`src/rtl/cbp_pkg.sv`:
```
package cbp_pkg;

  // Width of the history bus; a zero-length history still needs one wire.
  function automatic int unsigned cbp_sel_width(int unsigned hist_bits);
    return (hist_bits == 0) ? 1 : hist_bits;
  endfunction

  // Weakly-not-taken counter value: one below the midpoint.
  function automatic int unsigned cbp_weak_nt(int unsigned ctr_bits);
    return (1 << (ctr_bits - 1)) - 1;
  endfunction

endpackage

```
`src/rtl/cbp_reset_sync.sv`:
```
module cbp_reset_sync (
  input  logic clk,
  input  logic arst_n,
  output logic rst_n_o
);

  logic [1:0] sync_q;
  logic [1:0] sync_d;

  always_comb begin
    sync_d = {sync_q[0], 1'b1};
  end

  always_ff @(posedge clk or negedge arst_n) begin
    if (!arst_n) sync_q <= 2'b00;
    else         sync_q <= sync_d;
  end

  assign rst_n_o = sync_q[1];

endmodule

```
`src/rtl/cbp_history.sv`:
```
module cbp_history #(
  parameter int unsigned HIST_BITS = 2,
  parameter int unsigned SEL_W     = 2
) (
  input  logic             clk,
  input  logic             rst_n,
  input  logic             shift_en,
  input  logic             shift_bit,
  output logic [SEL_W-1:0] hist_o
);

  if (HIST_BITS == 0) begin : g_no_hist
    logic unused_hist_in;
    assign unused_hist_in = shift_en ^ shift_bit ^ clk ^ rst_n;
    assign hist_o = '0;
  end else begin : g_hist
    logic [HIST_BITS-1:0] hist_q;
    logic [HIST_BITS-1:0] hist_d;

    always_comb begin
      hist_d = hist_q;
      if (shift_en) begin
        hist_d = (hist_q << 1) | HIST_BITS'(shift_bit);
      end
    end

    always_ff @(posedge clk or negedge rst_n) begin
      if (!rst_n)        hist_q <= '0;
      else if (shift_en) hist_q <= hist_d;
    end

    assign hist_o = SEL_W'(hist_q);
  end

endmodule

```
`src/rtl/cbp_counter_bank.sv`:
```
module cbp_counter_bank
  import cbp_pkg::*;
#(
  parameter int unsigned NUM_TABLES = 4,
  parameter int unsigned TBL_W      = 2,
  parameter int unsigned IDX_BITS   = 4,
  parameter int unsigned CTR_BITS   = 2
) (
  input  logic                                       clk,
  input  logic                                       rst_n,
  input  logic [TBL_W-1:0]                           rd_tbl,
  input  logic [IDX_BITS-1:0]                        rd_idx,
  output logic [CTR_BITS-1:0]                        rd_ctr,
  input  logic                                       wr_en,
  input  logic [TBL_W-1:0]                           wr_tbl,
  input  logic [IDX_BITS-1:0]                        wr_idx,
  input  logic                                       wr_up,
  output logic [NUM_TABLES*(1<<IDX_BITS)*CTR_BITS-1:0] ctr_flat_o
);

  localparam int unsigned ENTRIES = 1 << IDX_BITS;
  localparam logic [CTR_BITS-1:0] CTR_MAX  = '1;
  localparam logic [CTR_BITS-1:0] CTR_INIT = CTR_BITS'(cbp_weak_nt(CTR_BITS));

  for (genvar t = 0; t < NUM_TABLES; t++) begin : g_tbl
    logic tbl_hit;
    assign tbl_hit = (NUM_TABLES == 1) ? 1'b1 : (wr_tbl == TBL_W'(t));

    for (genvar i = 0; i < ENTRIES; i++) begin : g_ent
      logic                wr_hit;
      logic [CTR_BITS-1:0] ctr_q;
      logic [CTR_BITS-1:0] ctr_d;

      assign wr_hit = wr_en && tbl_hit && (wr_idx == IDX_BITS'(i));

      always_comb begin
        ctr_d = ctr_q;
        if (wr_up) begin
          if (ctr_q != CTR_MAX) ctr_d = ctr_q + CTR_BITS'(1);
        end else begin
          if (ctr_q != '0) ctr_d = ctr_q - CTR_BITS'(1);
        end
      end

      always_ff @(posedge clk or negedge rst_n) begin
        if (!rst_n)      ctr_q <= CTR_INIT;
        else if (wr_hit) ctr_q <= ctr_d;
      end

      assign ctr_flat_o[(t*ENTRIES+i)*CTR_BITS +: CTR_BITS] = ctr_q;
    end
  end

  always_comb begin
    rd_ctr = '0;
    for (int t = 0; t < NUM_TABLES; t++) begin
      for (int i = 0; i < ENTRIES; i++) begin
        if (((NUM_TABLES == 1) || (rd_tbl == TBL_W'(t))) && (rd_idx == IDX_BITS'(i))) begin
          rd_ctr = ctr_flat_o[(t*ENTRIES+i)*CTR_BITS +: CTR_BITS];
        end
      end
    end
  end

endmodule

```
`src/rtl/corr_branch_predictor.sv`:
```
module corr_branch_predictor
  import cbp_pkg::*;
#(
  parameter int unsigned HIST_BITS = 2,
  parameter int unsigned CTR_BITS  = 2,
  parameter int unsigned IDX_BITS  = 4,
  parameter int unsigned IDX_LSB   = 2,
  parameter int unsigned PC_W      = 32
) (
  input  logic            clk,
  input  logic            rst_n,
  input  logic [PC_W-1:0] fetch_pc,
  output logic            pred_taken,
  input  logic            res_valid,
  input  logic [PC_W-1:0] res_pc,
  input  logic            res_taken
);

  localparam int unsigned NUM_TABLES = 1 << HIST_BITS;
  localparam int unsigned SEL_W      = cbp_sel_width(HIST_BITS);
  localparam int unsigned ENTRIES    = 1 << IDX_BITS;
  localparam int unsigned FLAT_W     = NUM_TABLES * ENTRIES * CTR_BITS;

  logic                rst_n_sync;
  logic [IDX_BITS-1:0] fetch_idx;
  logic [IDX_BITS-1:0] res_idx;
  logic [SEL_W-1:0]    hist;
  logic [CTR_BITS-1:0] rd_ctr;
  logic [FLAT_W-1:0]   ctr_flat;
  logic                unused_bits;

  cbp_reset_sync u_rst_sync (
    .clk     (clk),
    .arst_n  (rst_n),
    .rst_n_o (rst_n_sync)
  );

  assign fetch_idx = fetch_pc[IDX_LSB +: IDX_BITS];
  assign res_idx   = res_pc[IDX_LSB +: IDX_BITS];

  cbp_history #(
    .HIST_BITS (HIST_BITS),
    .SEL_W     (SEL_W)
  ) u_history (
    .clk       (clk),
    .rst_n     (rst_n_sync),
    .shift_en  (res_valid),
    .shift_bit (res_taken),
    .hist_o    (hist)
  );

  cbp_counter_bank #(
    .NUM_TABLES (NUM_TABLES),
    .TBL_W      (SEL_W),
    .IDX_BITS   (IDX_BITS),
    .CTR_BITS   (CTR_BITS)
  ) u_bank (
    .clk        (clk),
    .rst_n      (rst_n_sync),
    .rd_tbl     (hist),
    .rd_idx     (fetch_idx),
    .rd_ctr     (rd_ctr),
    .wr_en      (res_valid),
    .wr_tbl     (hist),
    .wr_idx     (res_idx),
    .wr_up      (res_taken),
    .ctr_flat_o (ctr_flat)
  );

  assign pred_taken  = rd_ctr[CTR_BITS-1];
  assign unused_bits = ^{fetch_pc, res_pc, ctr_flat};

endmodule

```
`config.mk`:
```
export PLATFORM = sky130hd
export DESIGN_NAME = corr_branch_predictor
export DESIGN_NICKNAME = d
export VERILOG_FILES = /design/src/rtl/cbp_pkg.sv /design/src/rtl/cbp_reset_sync.sv /design/src/rtl/cbp_history.sv /design/src/rtl/cbp_counter_bank.sv /design/src/rtl/corr_branch_predictor.sv
export SDC_FILE = /design/constraint.sdc
export NUM_CORES = 1
export LEC_CHECK = 0
export ABC_AREA = 1
export BUFFER_PORTS_ARGS = -buffer_cell sky130_fd_sc_hd__buf_2
export CAP_MARGIN = 20
export CORE_UTILIZATION = 33
export DETAILED_ROUTE_END_ITERATION = 6
export PLACE_DENSITY = 0.49
export RECOVER_POWER = 50
export SKIP_LAST_GASP = 1
export SLEW_MARGIN = 20
export SYNTH_ARGS = -nofsm -noshare
export SYNTH_HDL_FRONTEND = slang
export SYNTH_SLANG_ARGS = --single-unit
```
`constraint.sdc`:
```
create_clock -name clk -period 4.05 [get_ports clk]
set_input_delay 0.405 -clock clk [delete_from_list [all_inputs] [get_ports clk]]
set_output_delay 0.405 -clock clk [all_outputs]
set_load 0.01 [all_outputs]
```
# Yosys cells after proc, flatten, opt, wreduce, memory -nomap -nowiden
# Cells that the tools add are included.
[totals]
register_bits = 132
latchBits = 0
mem_bits_rw = 0
romBits = 0
input_bits = 68
output_inout_bits = 1
memories = 0
[classes]
addsub = 128
n_mul = 0
n_div = 0
n_lt_le_gt_ge = 0
eq_ne = 161
shifts = 0
mux = 256
bitwise = 1
n_reduce_logical = 327
[op_table]
columns = ["op", "count"]
rows = [
  ["2-bit 2-to-1 mux", 256],
  ["2-bit nonzero test", 128],
  ["3-bit AND reduction", 64],
  ["1-bit logical AND", 132],
  ["2-bit by 1-bit adder with 2-bit output, second input constant", 64],
  ["2-bit by 1-bit inequality test with 1-bit output, second input constant", 64],
  ["2-bit inequality test, second input constant", 64],
  ["2-bit by 1-bit subtractor with 2-bit output, second input constant", 64],
  ["4-bit equality test, second input constant", 16],
  ["4-bit by 3-bit equality test with 1-bit output, second input constant", 8],
  ["4-bit by 2-bit equality test with 1-bit output, second input constant", 4],
  ["4-bit by 1-bit equality test with 1-bit output, second input constant", 2],
  ["4-bit zero test", 2],
  ["2-bit equality test, second input constant", 2],
  ["2-bit by 1-bit equality test with 1-bit output, second input constant", 1],
  ["2-bit zero test", 1],
  ["2-bit by 1-bit OR with 2-bit output", 1],
]

# Logic depth before layout (Yosys ltp)
[depth]
ltp_word = 66
mapped_depth = 39
ltp_nobuf = 39

# By module
# A second synthesis with hierarchy kept.
[hier_totals]
cells_unflattened = 1072
hier_area_um2 = 7609.8
[by_module_without_submodules]
columns = ["mod", "instances", "cells_each", "area_per_inst_um2", "seq_area_each_um2"]
rows = [
  ["cbp_counter_bank", 1, 1060, 7479.7, 3283.1],
  ["cbp_history", 1, 9, 76.3, 50.0],
  ["cbp_reset_sync", 1, 3, 53.8, 50.0],
]

# Worst setup path before layout
# OpenSTA, ideal clock, no wires.
[synth_path]
path_kind = "input port to output port"
start = "in fetch_pc[4]"
end = "out pred_taken"
arrival_ns = 2.720
t_required_ns = 3.645
path_slack_ns = 0.925
stages = 37
path_cell_list = "inv_2 -> nor2_1 -> nand2_2 -> nor2_2 -> nor3_1 -> nand2_1 -> nand4_1 -> nand2_1 -> nand4_1 -> nand2_1 -> nand4_1 -> nand2_1 -> nand4_1 -> nand2_1 -> nand2_1 -> nand2_1 -> nand4_1 -> nand2_1 -> nand4_1 -> nor2_1 -> nand3_1 -> nand2_1 -> nand4_1 -> nand2_1 -> nand4_1 -> nand2_1 -> nand4_1 -> nand2_1 -> nand4_1 -> nand2_1 -> nand4_1 -> nand2_1 -> nand4_1 -> nor2_1 -> nand4_1 -> nand2_1 -> nand3_2"
[synth_via]
elab_chain_len = 66
word_cells_on_any_way = 144
classes_between = "eq/ne: 15; mux: 64; reduce/logical: 65"
[synth_rtl]
columns = ["item", "line_no", "source"]
rows = [
  ["start: declaration", "corr_branch_predictor.sv:12", "input logic [PC_W-1:0] fetch_pc,"],
  ["4-bit zero test", "cbp_counter_bank.sv:58", "if (((NUM_TABLES == 1) || (rd_tbl == TBL_W'(t))) && (rd_idx == IDX_BITS'(i))) begin"],
  ["1-bit logical AND", "cbp_counter_bank.sv:58", ""],
  ["2-bit 2-to-1 mux (63 in series)", "cbp_counter_bank.sv:58", ""],
  ["2-bit 2-to-1 mux *", "cbp_counter_bank.sv:58", ""],
  ["end: declaration", "corr_branch_predictor.sv:13", "output logic pred_taken,"],
]
# Every way passes the cells marked *; elsewhere a longest branch is shown, timed or not.

# Worst setup path in the final report
[layout_path]
start = "reg u_history.g_hist.hist_q[0], in the netlist u_history.hist_o[0]"
end = "out pred_taken"
[layout_via]
elab_chain_len = 66
word_cells_on_any_way = 132
classes_between = "eq/ne: 3; mux: 64; reduce/logical: 65"
[layout_rtl]
columns = ["item", "line_no", "source"]
rows = [
  ["start: declaration", "cbp_history.sv:17", "logic [HIST_BITS-1:0] hist_q;"],
  ["start signal: assignment", "cbp_history.sv:29", "else if (shift_en) hist_q <= hist_d;"],
  ["2-bit zero test", "cbp_counter_bank.sv:58", ""],
  ["1-bit logical AND", "cbp_counter_bank.sv:58", ""],
  ["2-bit 2-to-1 mux (63 in series)", "cbp_counter_bank.sv:58", ""],
  ["2-bit 2-to-1 mux *", "cbp_counter_bank.sv:58", ""],
]
# Marks and branches as above.

==> run_results.csv <==
group,metric,value,unit
worst_setup_path,max_stage_delay,0.40,ns
worst_setup_path,arrival,3.78,ns
routing,wire_per_inst,16.2,µm
placement,gp_congestion,0.957,
power,irDropWorstVdd,197,µV
clock_network,clk_latency,0.43,ns
floorplan,start_util,0.338,
floorplan,fp.dieW,149,µm
clock_network,cts-buffers-inserted,17,
worst_setup_path,worstRegToRegCells,1,
grt,first_global_vias,5878,
worst_setup_path,r2r_end,"u_bank.g_tbl[2].g_ent[8].ctr_q[1]$_DFFE_PN0P_",
hold_path,hold_class,"in2async",
clock_network,cts_sinks,132,
clock_network,root_buffer,"clkbuf_16",
final_layout,final_nets,1056,
sta,setup_viol,1,
sta,finalHoldViolations,0,
yosys,avgSynthCellArea,7.64,µm²
routing,drt-total-wl,20600,µm
final_layout,drive_above_1_share,0.176,
power,p_sw,0.00106,W
grt,grt_max_degree,79,
worst_setup_path,crit_path_end,"pred_taken",
final_layout,fillCellCount,2119,
floorplan,die-area,22300,µm²
floorplan,die_y,149,µm
power,pwr-share-seq,0.456,
power,power,0.00374,W
worst_setup_path,path_common_cell,"nand2_1",
floorplan,core_area,21200,µm²
status,violations,"max-capacitance violations, max-slew violations, negative setup slack",
worst_setup_path,rrSetupSlack,0.85,ns
yosys,yosysUniqueCellTypes,31,
worst_setup_path,crit_type,"reg2out",
power,p_int,0.00268,W
clock_network,htreeDepth,4,
sta,slew_headroom,-0.893,
power,clkPwrFrac,0.405,
worst_setup_path,crit_fanout,4,
yosys,synth_warnings,0,
placement,preCtsSetupSlack,0.0512,ns
placement,placedCellCount,1243,
floorplan,io-pin-count,69,
yosys,netlist_top_cells_area,"dfrtp_1 24%, dfstp_2 24%, o21ai_0 16%, nand2_1 9.8%, nor2_1 5.2%",
grt,grtUsageTotal,0.197,
flow_run,cap_viol_max_count,2,
clock_network,cts_setup_buffers,0,
final_layout,area_growth,17.1,%
power,p_per_area,447,nW/µm²
yosys,syn_area,7150,µm²
yosys,ys_seq_area_frac,0.473,
sta,setup_ws,-0.130,ns
power,p_sw_frac,0.284,
sta,fmax,239,MHz
final_layout,antennaDiodeCount,0,
clock_network,cts_tree,"yes",
routing,drtIter0Drc,533,
worst_setup_path,critPathSlowestCell,"dfrtp_1",
power,p_comb_frac,0.139,
placement,port_buffers,12,
power,leakagePower,3.31,nW
final_layout,multiInputGateArea,3330,µm²
sta,fin_skew,0.0123,ns
routing,firstDrtPassIters,5,
worst_setup_path,critPathCaptureType,"primary output",
yosys,async_flop_share,1.00,
sta,drv_slew,123,
yosys,ys_ff_latch,132,
sta,tightest_slew,2.84,ns
floorplan,rows,53,
status,status,"finished, violations left",
sta,rsz0062_at_grt,"yes",
routing,drcViolationCount,0,
sta,fin_hold_ws,0.288,ns
clock_network,cts.reportedPaths.clkPinSlew,0.06,ns
yosys,ys.flop_type,"dfrtp_1",
yosys,synth_top_area_share,0.238,
clock_network,clk_path_buf_depth,2,
yosys,synthCells,936,
routing,via_per_inst,5.11,
yosys,synth_top_area_cell,"dfrtp_1",
worst_setup_path,critPathRequiredTime,3.64,ns
worst_setup_path,timing.rr.start,"u_rst_sync.sync_q[1]$_DFF_PN0_",
final_layout,regArea,3380,µm²
yosys,synth_edf_count,0,
routing,final_antenna_net_count,0,
grt,overflow,0,
final_layout,layoutNonFillerInstCount,1276,
routing,via_count,6516,
worst_setup_path,crit_start,"u_history.hist_o[0]$_DFFE_PN0P_",
sta,finalCriticalPeriod,4.18,ns
grt,antenna_found_initial,0,
worst_setup_path,worstSetupStartpointType,"flop",
grt,grt_pass1_wl,33100,µm
yosys,syn_nets,1004,
placement,dp_hpwl,14100,µm
sta,fin_crit_sh,1.03,
power by group through the flow:
stage	Sequential (W)	Combinational [W]	Clock, W
floorplan	0.00169	0.000354	0
global placement	0.00172	0.000509	0
detailed placement	0.00172	0.000519	0
CTS	0.00171	0.000522	0.00155
global route	0.00174	0.000605	0.00161
finish	0.00171	0.000519	0.00152
stage by stage:
stage | setup TNS, ns | utilization | instance area [µm²]
3_3_place_gp | 0 | 0.369 | 7800
6_report | -0.130 | 0.396 | 8370
5_1_grt | -0.642 | 0.396 | 8370
3_5_place_dp | 0 | 0.369 | 7800
4_1_cts | -0.127 | 0.397 | 8390
2_1_floorplan | 0 | - | 7150
flip-flops by register name, summed over array words and instances (netlist names):
name	flops
u_rst_sync.sync_q	2
u_history.hist_o	2
u_bank.g_tbl.g_ent.ctr_q	128
synth_stat cells (8+ instances only):
master      n
nand3_1    36
o21ai_0   224
inv_1      75
o31ai_1    24
nand2_1   186
dfstp_2    64
a21oi_1    60
maj3_1     10
a211oi_1    8
nand4_1    14
clkbuf_1   24
dfrtp_1    68
nor2_1     99
kinds of logic after synthesis:
family / Yosys count / share of synthesized area
other: 1 / 0.000525
AOI/OAI and AO/OA: 328 / 0.245
buffers and inverters: 110 / 0.0618
and+or+nand+nor: 355 / 0.205
DFF: 132 / 0.473
adders and majority gates: 10 / 0.0140
placed cells by master, fill, tap and decap left out, types with 5 or more instances in the layout:
cell type	Yosys	final
a211oi_1	8	8
a21oi_1	60	60
a31oi_1	6	6
buf_2	1	10
buf_4	0	47
clkbuf_16	0	17
clkbuf_8	2	5
clkinv_2	1	5
dfrtp_1	68	68
dfstp_2	64	64
inv_1	75	75
inv_2	6	6
maj3_1	10	10
nand2_1	186	186
nand3_1	36	36
nand4_1	14	14
nor2_1	99	97
nor2_2	4	5
nor3_1	6	6
o21ai_0	224	224
o31ai_1	24	24
critical path: cells and delay by family (launching register included):
kind	cells	cell delay [ns]
simple gates	29	2.22
buf+inv	5	0.49
flops	1	0.40
compound gates	1	0.21
cell type report:
class,instances,area share
flip-flops and latches,132,0.404
multi-input cells,694,0.398
clock buffers,24,0.0599
repair buffers,61,0.0511
well taps,275,0.0411
inverters,82,0.0369
clock inverters,8,0.00882
worst min-delay path by stage:
stage | slack, ns | start | cells past startpoint | endpoint
after floorplan | 0.11 | rst_n | 0 | u_rst_sync.sync_q[0]$_DFF_PN0_
after global placement | 0.19 | rst_n | 1 | u_rst_sync.sync_q[0]$_DFF_PN0_
after detailed placement | 0.19 | rst_n | 1 | u_rst_sync.sync_q[0]$_DFF_PN0_
after CTS | 0.27 | rst_n | 2 | u_rst_sync.sync_q[1]$_DFF_PN0_
after global routing | 0.29 | rst_n | 2 | u_rst_sync.sync_q[0]$_DFF_PN0_
final | 0.29 | rst_n | 2 | u_rst_sync.sync_q[0]$_DFF_PN0_
routing by layer:
layer / GRT usage / vias up / share of wire
met3: 0.0407 / 20 / 0.042
met2: 0.300 / 126 / 0.44
met1: 0.281 / 3071 / 0.50
li1: - / 3299 / -
met5: 0 / - / 0
met4: 0.0551 / 0 / 0.012
repair_timing:
item                                    4_1_cts  5_1_grt
resized for setup                             1        0
endpoints found under the setup margin        1        1
hold buffers                                  1        0
hold endpoints to repair                      2        0
No activity file was read; power rests on OpenSTA's default activity.
